[src/rtl/uart_irq_pkg.sv]
package uart_irq_pkg;

    localparam int SRC_N   = 5;
    localparam int IER_W   = 4;
    localparam int FLAG_W  = 4;
    localparam int CODE_W  = 6;
    localparam int IDENT_W = 8;

    // Enable bit positions
    localparam int EN_RX    = 0;
    localparam int EN_TX    = 1;
    localparam int EN_LINE  = 2;
    localparam int EN_MODEM = 3;

    typedef enum logic [2:0] {
        SRC_LINE,
        SRC_TMO,
        SRC_RX,
        SRC_TX,
        SRC_MODEM,
        SRC_NONE
    } src_e;

    // Field order matches the flag vector: bit 4 = line ... bit 0 = modem
    typedef struct packed {
        logic line;
        logic tmo;
        logic rx;
        logic tx;
        logic modem;
    } pend_t;

    typedef struct packed {
        logic              valid;
        src_e              src;
        logic [CODE_W-1:0] code;
    } pick_t;

    localparam logic [CODE_W-1:0] CODE_LINE  = 6'h06;
    localparam logic [CODE_W-1:0] CODE_TMO   = 6'h0C;
    localparam logic [CODE_W-1:0] CODE_RX    = 6'h04;
    localparam logic [CODE_W-1:0] CODE_TX    = 6'h02;
    localparam logic [CODE_W-1:0] CODE_MODEM = 6'h00;
    localparam logic [CODE_W-1:0] CODE_NONE  = 6'h01;

    function automatic logic [CODE_W-1:0] code_of(input src_e s);
        case (s)
            SRC_LINE:  return CODE_LINE;
            SRC_TMO:   return CODE_TMO;
            SRC_RX:    return CODE_RX;
            SRC_TX:    return CODE_TX;
            SRC_MODEM: return CODE_MODEM;
            default:   return CODE_NONE;
        endcase
    endfunction

    function automatic pick_t pick(input pend_t p, input logic [IER_W-1:0] en);
        pick_t r;
        src_e  s;
        if (p.line && en[EN_LINE])        s = SRC_LINE;
        else if (p.tmo && en[EN_RX])      s = SRC_TMO;
        else if (p.rx && en[EN_RX])       s = SRC_RX;
        else if (p.tx && en[EN_TX])       s = SRC_TX;
        else if (p.modem && en[EN_MODEM]) s = SRC_MODEM;
        else                              s = SRC_NONE;
        r.valid = (s != SRC_NONE);
        r.src   = s;
        r.code  = code_of(s);
        return r;
    endfunction

endpackage

[src/rtl/uart_irq_flags.sv]
module uart_irq_flags #(
    parameter int N = 5
) (
    input  logic         clk,
    input  logic         rst,
    input  logic [N-1:0] set_i,
    input  logic [N-1:0] clr_i,
    output logic [N-1:0] q_o
);
    // One pending flag per source; a set on the same edge beats a clear
    for (genvar g = 0; g < N; g++) begin : g_flag
        always_ff @(posedge clk) begin
            if (rst)           q_o[g] <= 1'b0;
            else if (set_i[g]) q_o[g] <= 1'b1;
            else if (clr_i[g]) q_o[g] <= 1'b0;
        end
    end
endmodule

[src/rtl/uart_irq_sticky.sv]
module uart_irq_sticky #(
    parameter int W = 4
) (
    input  logic         clk,
    input  logic         rst,
    input  logic [W-1:0] set_i,
    input  logic         clr_i,
    output logic [W-1:0] q_o
);
    // Bits accumulate until a read; fresh bits survive a same-cycle read
    always_ff @(posedge clk) begin
        if (rst) q_o <= '0;
        else     q_o <= set_i | (q_o & {W{~clr_i}});
    end
endmodule

[src/rtl/uart_irq_select.sv]
module uart_irq_select
    import uart_irq_pkg::*;
(
    input  logic             clk,
    input  logic             rst,
    input  pend_t            pend_i,
    input  logic [IER_W-1:0] en_i,
    input  logic             gate_i,
    output pick_t            pick_o,
    output logic             irq_o
);
    always_comb pick_o = pick(pend_i, en_i);

    // Registered request keeps decode glitches off the output pin
    always_ff @(posedge clk) begin
        if (rst) irq_o <= 1'b0;
        else     irq_o <= pick_o.valid & gate_i;
    end
endmodule

[src/rtl/uart_irq_prio.sv]
module uart_irq_prio
    import uart_irq_pkg::*;
(
    input  logic               clk,
    input  logic               rst,
    input  logic               ier_wr,
    input  logic [IER_W-1:0]   ier_wdata,
    output logic [IER_W-1:0]   ier_o,
    input  logic               mcr_out2,
    input  logic               fifo_en,
    input  logic               thr_empty,
    input  logic [FLAG_W-1:0]  line_err_set,
    input  logic               rx_avail_set,
    input  logic               rx_avail_clr,
    input  logic               char_tmo_set,
    input  logic               char_tmo_clr,
    input  logic               tx_empty_set,
    input  logic               tx_load_clr,
    input  logic [FLAG_W-1:0]  modem_delta_set,
    input  logic               ident_rd,
    input  logic               line_rd,
    input  logic               modem_rd,
    output logic [IDENT_W-1:0] ident_o,
    output logic [FLAG_W-1:0]  line_err_o,
    output logic [FLAG_W-1:0]  modem_delta_o,
    output logic               irq_o
);
    localparam int HI_W = IDENT_W - CODE_W;

    logic [IER_W-1:0] ier_q;
    pend_t            set_s, clr_s, pend_q;
    logic [SRC_N-1:0] pend_v;
    pick_t            sel;

    always_ff @(posedge clk) begin
        if (rst)         ier_q <= '0;
        else if (ier_wr) ier_q <= ier_wdata;
    end
    assign ier_o = ier_q;

    always_comb begin
        set_s.line  = |line_err_set;
        set_s.tmo   = char_tmo_set;
        set_s.rx    = rx_avail_set;
        set_s.tx    = tx_empty_set | (ier_wr & ier_wdata[EN_TX] & thr_empty);
        set_s.modem = |modem_delta_set;

        clr_s.line  = line_rd;
        clr_s.tmo   = char_tmo_clr;
        clr_s.rx    = rx_avail_clr;
        clr_s.tx    = tx_load_clr | (ident_rd & (sel.src == SRC_TX));
        clr_s.modem = modem_rd;
    end

    uart_irq_flags #(.N(SRC_N)) i_flags (
        .clk   (clk),
        .rst   (rst),
        .set_i (set_s),
        .clr_i (clr_s),
        .q_o   (pend_v)
    );
    assign pend_q = pend_t'(pend_v);

    uart_irq_sticky #(.W(FLAG_W)) i_line_bits (
        .clk   (clk),
        .rst   (rst),
        .set_i (line_err_set),
        .clr_i (line_rd),
        .q_o   (line_err_o)
    );

    uart_irq_sticky #(.W(FLAG_W)) i_modem_bits (
        .clk   (clk),
        .rst   (rst),
        .set_i (modem_delta_set),
        .clr_i (modem_rd),
        .q_o   (modem_delta_o)
    );

    uart_irq_select i_select (
        .clk    (clk),
        .rst    (rst),
        .pend_i (pend_q),
        .en_i   (ier_q),
        .gate_i (mcr_out2),
        .pick_o (sel),
        .irq_o  (irq_o)
    );

    assign ident_o = {{HI_W{fifo_en}}, sel.code};

endmodule

[config.mk]
export PLATFORM = sky130hd
export DESIGN_NAME = uart_irq_prio
export DESIGN_NICKNAME = d
export VERILOG_FILES = /design/src/rtl/uart_irq_pkg.sv /design/src/rtl/uart_irq_flags.sv /design/src/rtl/uart_irq_sticky.sv /design/src/rtl/uart_irq_select.sv /design/src/rtl/uart_irq_prio.sv
export SDC_FILE = /design/constraint.sdc
export NUM_CORES = 1
export LEC_CHECK = 0
export BUFFER_PORTS_ARGS = -buffer_cell sky130_fd_sc_hd__buf_2
export CELL_PAD_IN_SITES_DETAIL_PLACEMENT = 1
export CELL_PAD_IN_SITES_GLOBAL_PLACEMENT = 1
export CORE_ASPECT_RATIO = 1.1
export CORE_MARGIN = 2
export CORE_UTILIZATION = 26
export DETAILED_ROUTE_END_ITERATION = 10
export GPL_TIMING_DRIVEN = 0
export PLACE_DENSITY = 0.84
export SLEW_MARGIN = 15
export SYNTH_ARGS = -nofsm -noshare
export SYNTH_HDL_FRONTEND = slang
export SYNTH_SLANG_ARGS = --single-unit
[constraint.sdc]
create_clock -name clk -period 1.1 [get_ports clk]
set_input_delay 0.055 -clock clk [delete_from_list [all_inputs] [get_ports clk]]
set_output_delay 0.055 -clock clk [all_outputs]
set_load 0.02 [all_outputs]
Word-level counts from Yosys, hierarchy flattened

Index checks and enable logic that the tools add are counted.

Flip-flop bits (word level): 18
Word-level logic and storage cells: 55

Equality and inequality tests: 5
Muxes and demuxes: 16
Bitwise gates (word level): 12
Reductions and logical operators: 13

Operators with widths:

| operator                                                         | count |
|---|---|
| 4-bit one-hot mux with 5 select lines                            | 1 |
| 3-bit two-way mux                                                | 4 |
| 1-bit two-way mux                                                | 11 |
| 2-bit nonzero test                                               | 5 |
| 4-bit AND                                                        | 2 |
| 4-bit OR                                                         | 2 |
| 4-bit OR reduction                                               | 2 |
| 3-bit by 2-bit == test with 1-bit output (second input constant) | 2 |
| 1-bit logical AND                                                | 5 |
| 1-bit AND                                                        | 4 |
| 3-bit by 1-bit == test with 1-bit output (second input constant) | 1 |
| 3-bit == test (second input constant)                            | 1 |
| 3-bit zero test                                                  | 1 |
| 3-bit inequality test (second input constant)                    | 1 |
| 1-bit NOT                                                        | 2 |
| 1-bit OR                                                         | 2 |

Longest topological paths before layout

Word-level depth: 11
Mapped depth: 3
Gate-level depth less buffers: 3

By module

A second synthesis with hierarchy kept.

Cells, all modules: 92
Area total of the unflattened synthesis: 804.5 um2

By module, submodules not included:

| module          | instances | cells an instance | area an instance (um2) |
|---|---|---|---|
| uart_irq_sticky | 2         | 16                | 140.1 |
| uart_irq_prio   | 1         | 20                | 192.7 |
| uart_irq_flags  | 1         | 20                | 175.2 |
| uart_irq_select | 1         | 20                | 156.4 |

Worst setup path after synthesis

OpenSTA, ideal clock, no wires.

Kind: reg2out
Start point: register ier_q[2] (netlist: ier_o[2])
End point: output port ident_o[1]
Arrival: 1.200 ns
Required time: 1.045 ns
Slack: -0.155 ns
Cell stages (with the launch flop): 4
Cells stage by stage: dfxtp_1 -> nand2_1 -> nand2_1 -> o21ai_0

Cells in the longest elaborated chain, start to end: 4
Elaborated cells between the ends (all ways): 8
Those cells by class: 4 x eq/ne; 2 x mux; 2 x reduce/logical

RTL lines:

| item                                      | line                | text |
|---|---|---|
| start: declaration                        | uart_irq_prio.sv:30 | `logic [IER_W-1:0] ier_q;` |
| start signal: assignment                  | uart_irq_prio.sv:37 | `else if (ier_wr) ier_q <= ier_wdata;` |
| 1-bit logical AND (*)                     | uart_irq_pkg.sv:60  | `if (p.line && en[EN_LINE]) s = SRC_LINE;` |
| 3-bit two-way mux (*)                     | uart_irq_pkg.sv:60  |  |
| 3-bit == test (tied with other cells)     | uart_irq_pkg.sv:47  | `case (s)` |
| 4-bit one-hot mux with 5 select lines (*) | uart_irq_pkg.sv:47  |  |
| end: declaration                          | uart_irq_prio.sv:23 | `output logic [IDENT_W-1:0] ident_o,` |

Mark *: on every way between the ends. The rest lies on a longest branch, timed or not.

Worst setup path after layout

Start point: register i_flags.q_o[2]
End point: output port ident_o[1]

Cells in the longest elaborated chain, start to end: 6
Elaborated cells between the ends (all ways): 10
Those cells by class: 4 x eq/ne; 4 x mux; 2 x reduce/logical

RTL lines:

| item                                      | line                 | text |
|---|---|---|
| start: declaration                        | uart_irq_flags.sv:8  | `output logic [N-1:0] q_o` |
| start signal: indexed assignment          | uart_irq_flags.sv:13 | `if (rst) q_o[g] <= 1'b0;` |
| start signal: indexed assignment          | uart_irq_flags.sv:14 | `else if (set_i[g]) q_o[g] <= 1'b1;` |
| start signal: indexed assignment          | uart_irq_flags.sv:15 | `else if (clr_i[g]) q_o[g] <= 1'b0;` |
| 1-bit logical AND (*)                     | uart_irq_pkg.sv:62   | `else if (p.rx && en[EN_RX]) s = SRC_RX;` |
| 3-bit two-way mux (*)                     | uart_irq_pkg.sv:62   |  |
| 3-bit two-way mux (*)                     | uart_irq_pkg.sv:61   | `else if (p.tmo && en[EN_RX]) s = SRC_TMO;` |
| 3-bit two-way mux (*)                     | uart_irq_pkg.sv:60   |  |
| 3-bit == test (tied with other cells)     | uart_irq_pkg.sv:47   |  |
| 4-bit one-hot mux with 5 select lines (*) | uart_irq_pkg.sv:47   |  |

Marked as above.

==> results.md <==
* Smallest hold slack at 0.00889 ns
* Non-Filler Cell Area, Final at 1160 um^2
* Final Routed Wirelength at 2260 um
* Run status: finished with violations
* Net switching component of the power at roughly 400 uW
* CTS H-Tree Depth at 1
* Final weighted congestion in routability-driven placement at between 0.7 and 0.8
* Tcrit/Tclk final at 1.14
* Final count of negative-setup-slack endpoints at 4
* Static leakage at 0.595 nW
* Slack of the critical path at -0.153 ns
* First-iteration detailed-routing DRC count at 11
* Longest Clk Path Bufs at 2
* Violations in the final reports: negative setup slack
* Standard cell area after detailed placement at approximately 940 um^2
* Combinational group share of total power at 0.223
* Worst reg2reg path startpoint: ier_o[1]
* Rows at 19
* Largest net degree at the start of global routing at 11
* Number of fill cells at 300
* Worst setup EP type: output pin
* Sum of negative setup slack at -0.418 ns
* Switching portion of total power at 0.274
* Number of antenna repair diodes at 0
* Clock latency on the worst-skew pair at 0.29 ns
* Launch instance of the worst min-delay path: modem_delta_set[3]
* Synthesized area at between 600 and 700 um^2
* Routed via count at 751
* Peak supply drop at 0.511 mV
* P_int at between 1 and 1.5 mW
* Required time of the critical path at roughly 1.0 ns
* Setup CP Type: reg2out
* Synthesized instance count at 77
* Die Footprint at ~3000 um^2
* Master cell of the clock root buffer: sky130_fd_sc_hd__clkbuf_4
* Fin. Hold Viols at 0
* Number of global-route vias before repair at 779
* Number of unique standard cell types used by synthesis at 19
* CTS tree: yes
* Worst hold path type: in2reg
* Critical path launch point type: flop
* Final count of pins violating max slew at 0
* Die width at 53.1 um
* Initial Util at 0.276
* Antenna violations before repair at 0
* Final Util at 0.464
* Routed wire per std cell at 13.4 um
* Gr usage total at 0.153
* Maximum clock rate at 0.798 GHz
* Share of power burned in registers at 0.499
* Total clock buffers created by CTS at 3
* Number of buffer cells added on primary ports at 42
* Remaining number of nets flagged by the antenna check after routing at 0
* Maxcap violations at 0
* Wire length of the first global-routing pass at 3480 um
* GRT overflow at 0
* Total Nets Final at 165
* Post-detailed-route DRC marker count at 0
* Number of synthesized register bits at 18
* Number of top-level pins at 48
* Synth warn at 0
* Clock power share at 0.277
* Slowest CP cell: sky130_fd_sc_hd__dfxtp_2
* Cell breakdown of the critical path: o21ai_4 -> nand2_2 -> o21ai_2 -> buf_6
* Synthesized area divided by synthesized cell count at 8.94 um^2
* Clock net sink count at 18
* Post-route minimum period at 1.25 ns
* Source of the critical timing path: i_flags.q_o[2]
* Unrepaired setup endpoints after global routing: true
* Clock Skew at ~0.0025 ns
* Area of the core at 2500 um^2
* Die height at 58.0 um
* Layout cells sized above 1 at 0.511
* Clock input transition at the sequential cells of the worst setup and hold paths at 0.10 ns
* Vias per Instance at 4.47
* Crit path DAT at 1.20 ns
* CP max stage delay at between 0.3 and 0.4 ns
* Highest net fanout along the worst path at 3
* Number of iterations in the first detailed-routing pass at 4
* Growth of design area from synthesis to finish at 68.2%
* PD cells at 1260 nW/um^2
* Dpl hpwl at 1520 um
* Share of synthesized area occupied by flip-flops and latches at 0.524
* Total power after layout at 1.46 mW
[layout make-up]
class / instances / area [um^2] / share of cell area
flip-flops and latches: 18 / 367 / 0.317
inverters: 4 / 15.0 / 0.0130
repair buffers: 55 / 359 / 0.310
well taps: 31 / 38.8 / 0.0335
clock buffers: 4 / 36.3 / 0.0314
multi-input cells: 49 / 297 / 0.256
plain buffers: 7 / 45.0 / 0.0389
[cell usage after synthesis (all sizes together)]
master	count	area, um^2
a21oi	13	68.8
a31oi	1	6.26
a41o	1	10.0
and3	1	7.51
and4	1	11.3
buf	7	45.0
conb	1	3.75
dfxtp	18	360
inv	4	15.0
mux2i	4	40.0
nand2	6	22.5
nand2b	1	6.26
nor2	14	52.6
nor3b	1	12.5
nor4	2	12.5
o21ai	2	13.8
[timing repair]
action | 4_1_cts | 5_1_grt
gates resized for setup | 16 | 4
hold endpoints to repair | 8 | 1
hold buffers | 8 | 1
setup buffers | 4 | 1
setup endpoints to repair | 4 | 4
pin swaps | 3 | 1
[stage by stage]
step                worst slack (ns)  std cells
floorplan                     0.0512         78
global placement               0.151        151
detailed placement            0.0934        151
CTS                           -0.152        167
global route                  -0.199        168
finish                        -0.153        168
[worst paths after layout]
check | cells after the start | slack (ns) | to
worst max register to register | 4 | 0.06 | i_select.irq_o
worst max-delay path | 4 | -0.15 | ident_o[1]
worst min register to register | 2 | 0.47 | i_flags.q_o[0]
worst min-delay path | 3 | 0.009 | i_modem_bits.q_o[3]
[logic make-up after synthesis]
| kind of cell | Yosys count | synth area share |
|---|---|---|
| AO/OA/AOI/OAI | 17 | 0.144 |
| buffers and inverters | 11 | 0.0873 |
| flip-flops | 18 | 0.524 |
| multiplexers | 4 | 0.0582 |
| other | 1 | 0.00545 |
| AND/OR/NAND/NOR | 26 | 0.182 |
[per-layer routing]
| layer | wire [um] | share of wire | track usage |
|---|---|---|---|
| met1 | 824 | 0.37 | 0.164 |
| met2 | 1280 | 0.57 | 0.300 |
| met3 | 143 | 0.063 | 0.0232 |
| met4 | 4 | 0.0018 | 0.0440 |
| met5 | 0 | 0 | 0 |
[state kept, by name (all words and copies together), names as in the netlist]
name              cells
i_flags.q_o           5
ier_o                 4
i_modem_bits.q_o      4
i_select.irq_o        1
i_line_bits.q_o       4
[power by group through the flow]
stage	Combinational, mW	Clock, mW	Sequential, mW
finish	0.325	0.404	0.727
global route	0.355	0.461	0.731
CTS	0.315	0.419	0.725
detailed placement	0.260	0	0.734
global placement	0.252	0	0.731
floorplan	0.119	0	0.766
[worst max-delay path: cells and delay by family, from the launching register on]
kind	cells	cell delay, ns
AOI/OAI and AO/OA	2	0.33
buffers and inverters	1	0.14
and+or+nand+nor	1	0.09
DFF	1	0.35
[placed cells by master, fill, tap and decap left out, drive strengths merged]
| master | count |
|---|---|
| buf | 53 |
| nand2 | 6 |
| o21ai | 2 |
| and4 | 1 |
| conb | 2 |
| a41o | 1 |
| dlygate4sd3 | 9 |
| nor3b | 1 |
| a31oi | 1 |
| nor2 | 14 |
| and3 | 1 |
| nand2b | 1 |
| clkbuf | 4 |
| inv | 4 |
| mux2i | 4 |
| dfxtp | 18 |
| nor4 | 2 |
| a21oi | 13 |
Note: power is estimated with default switching activity, not from simulation.
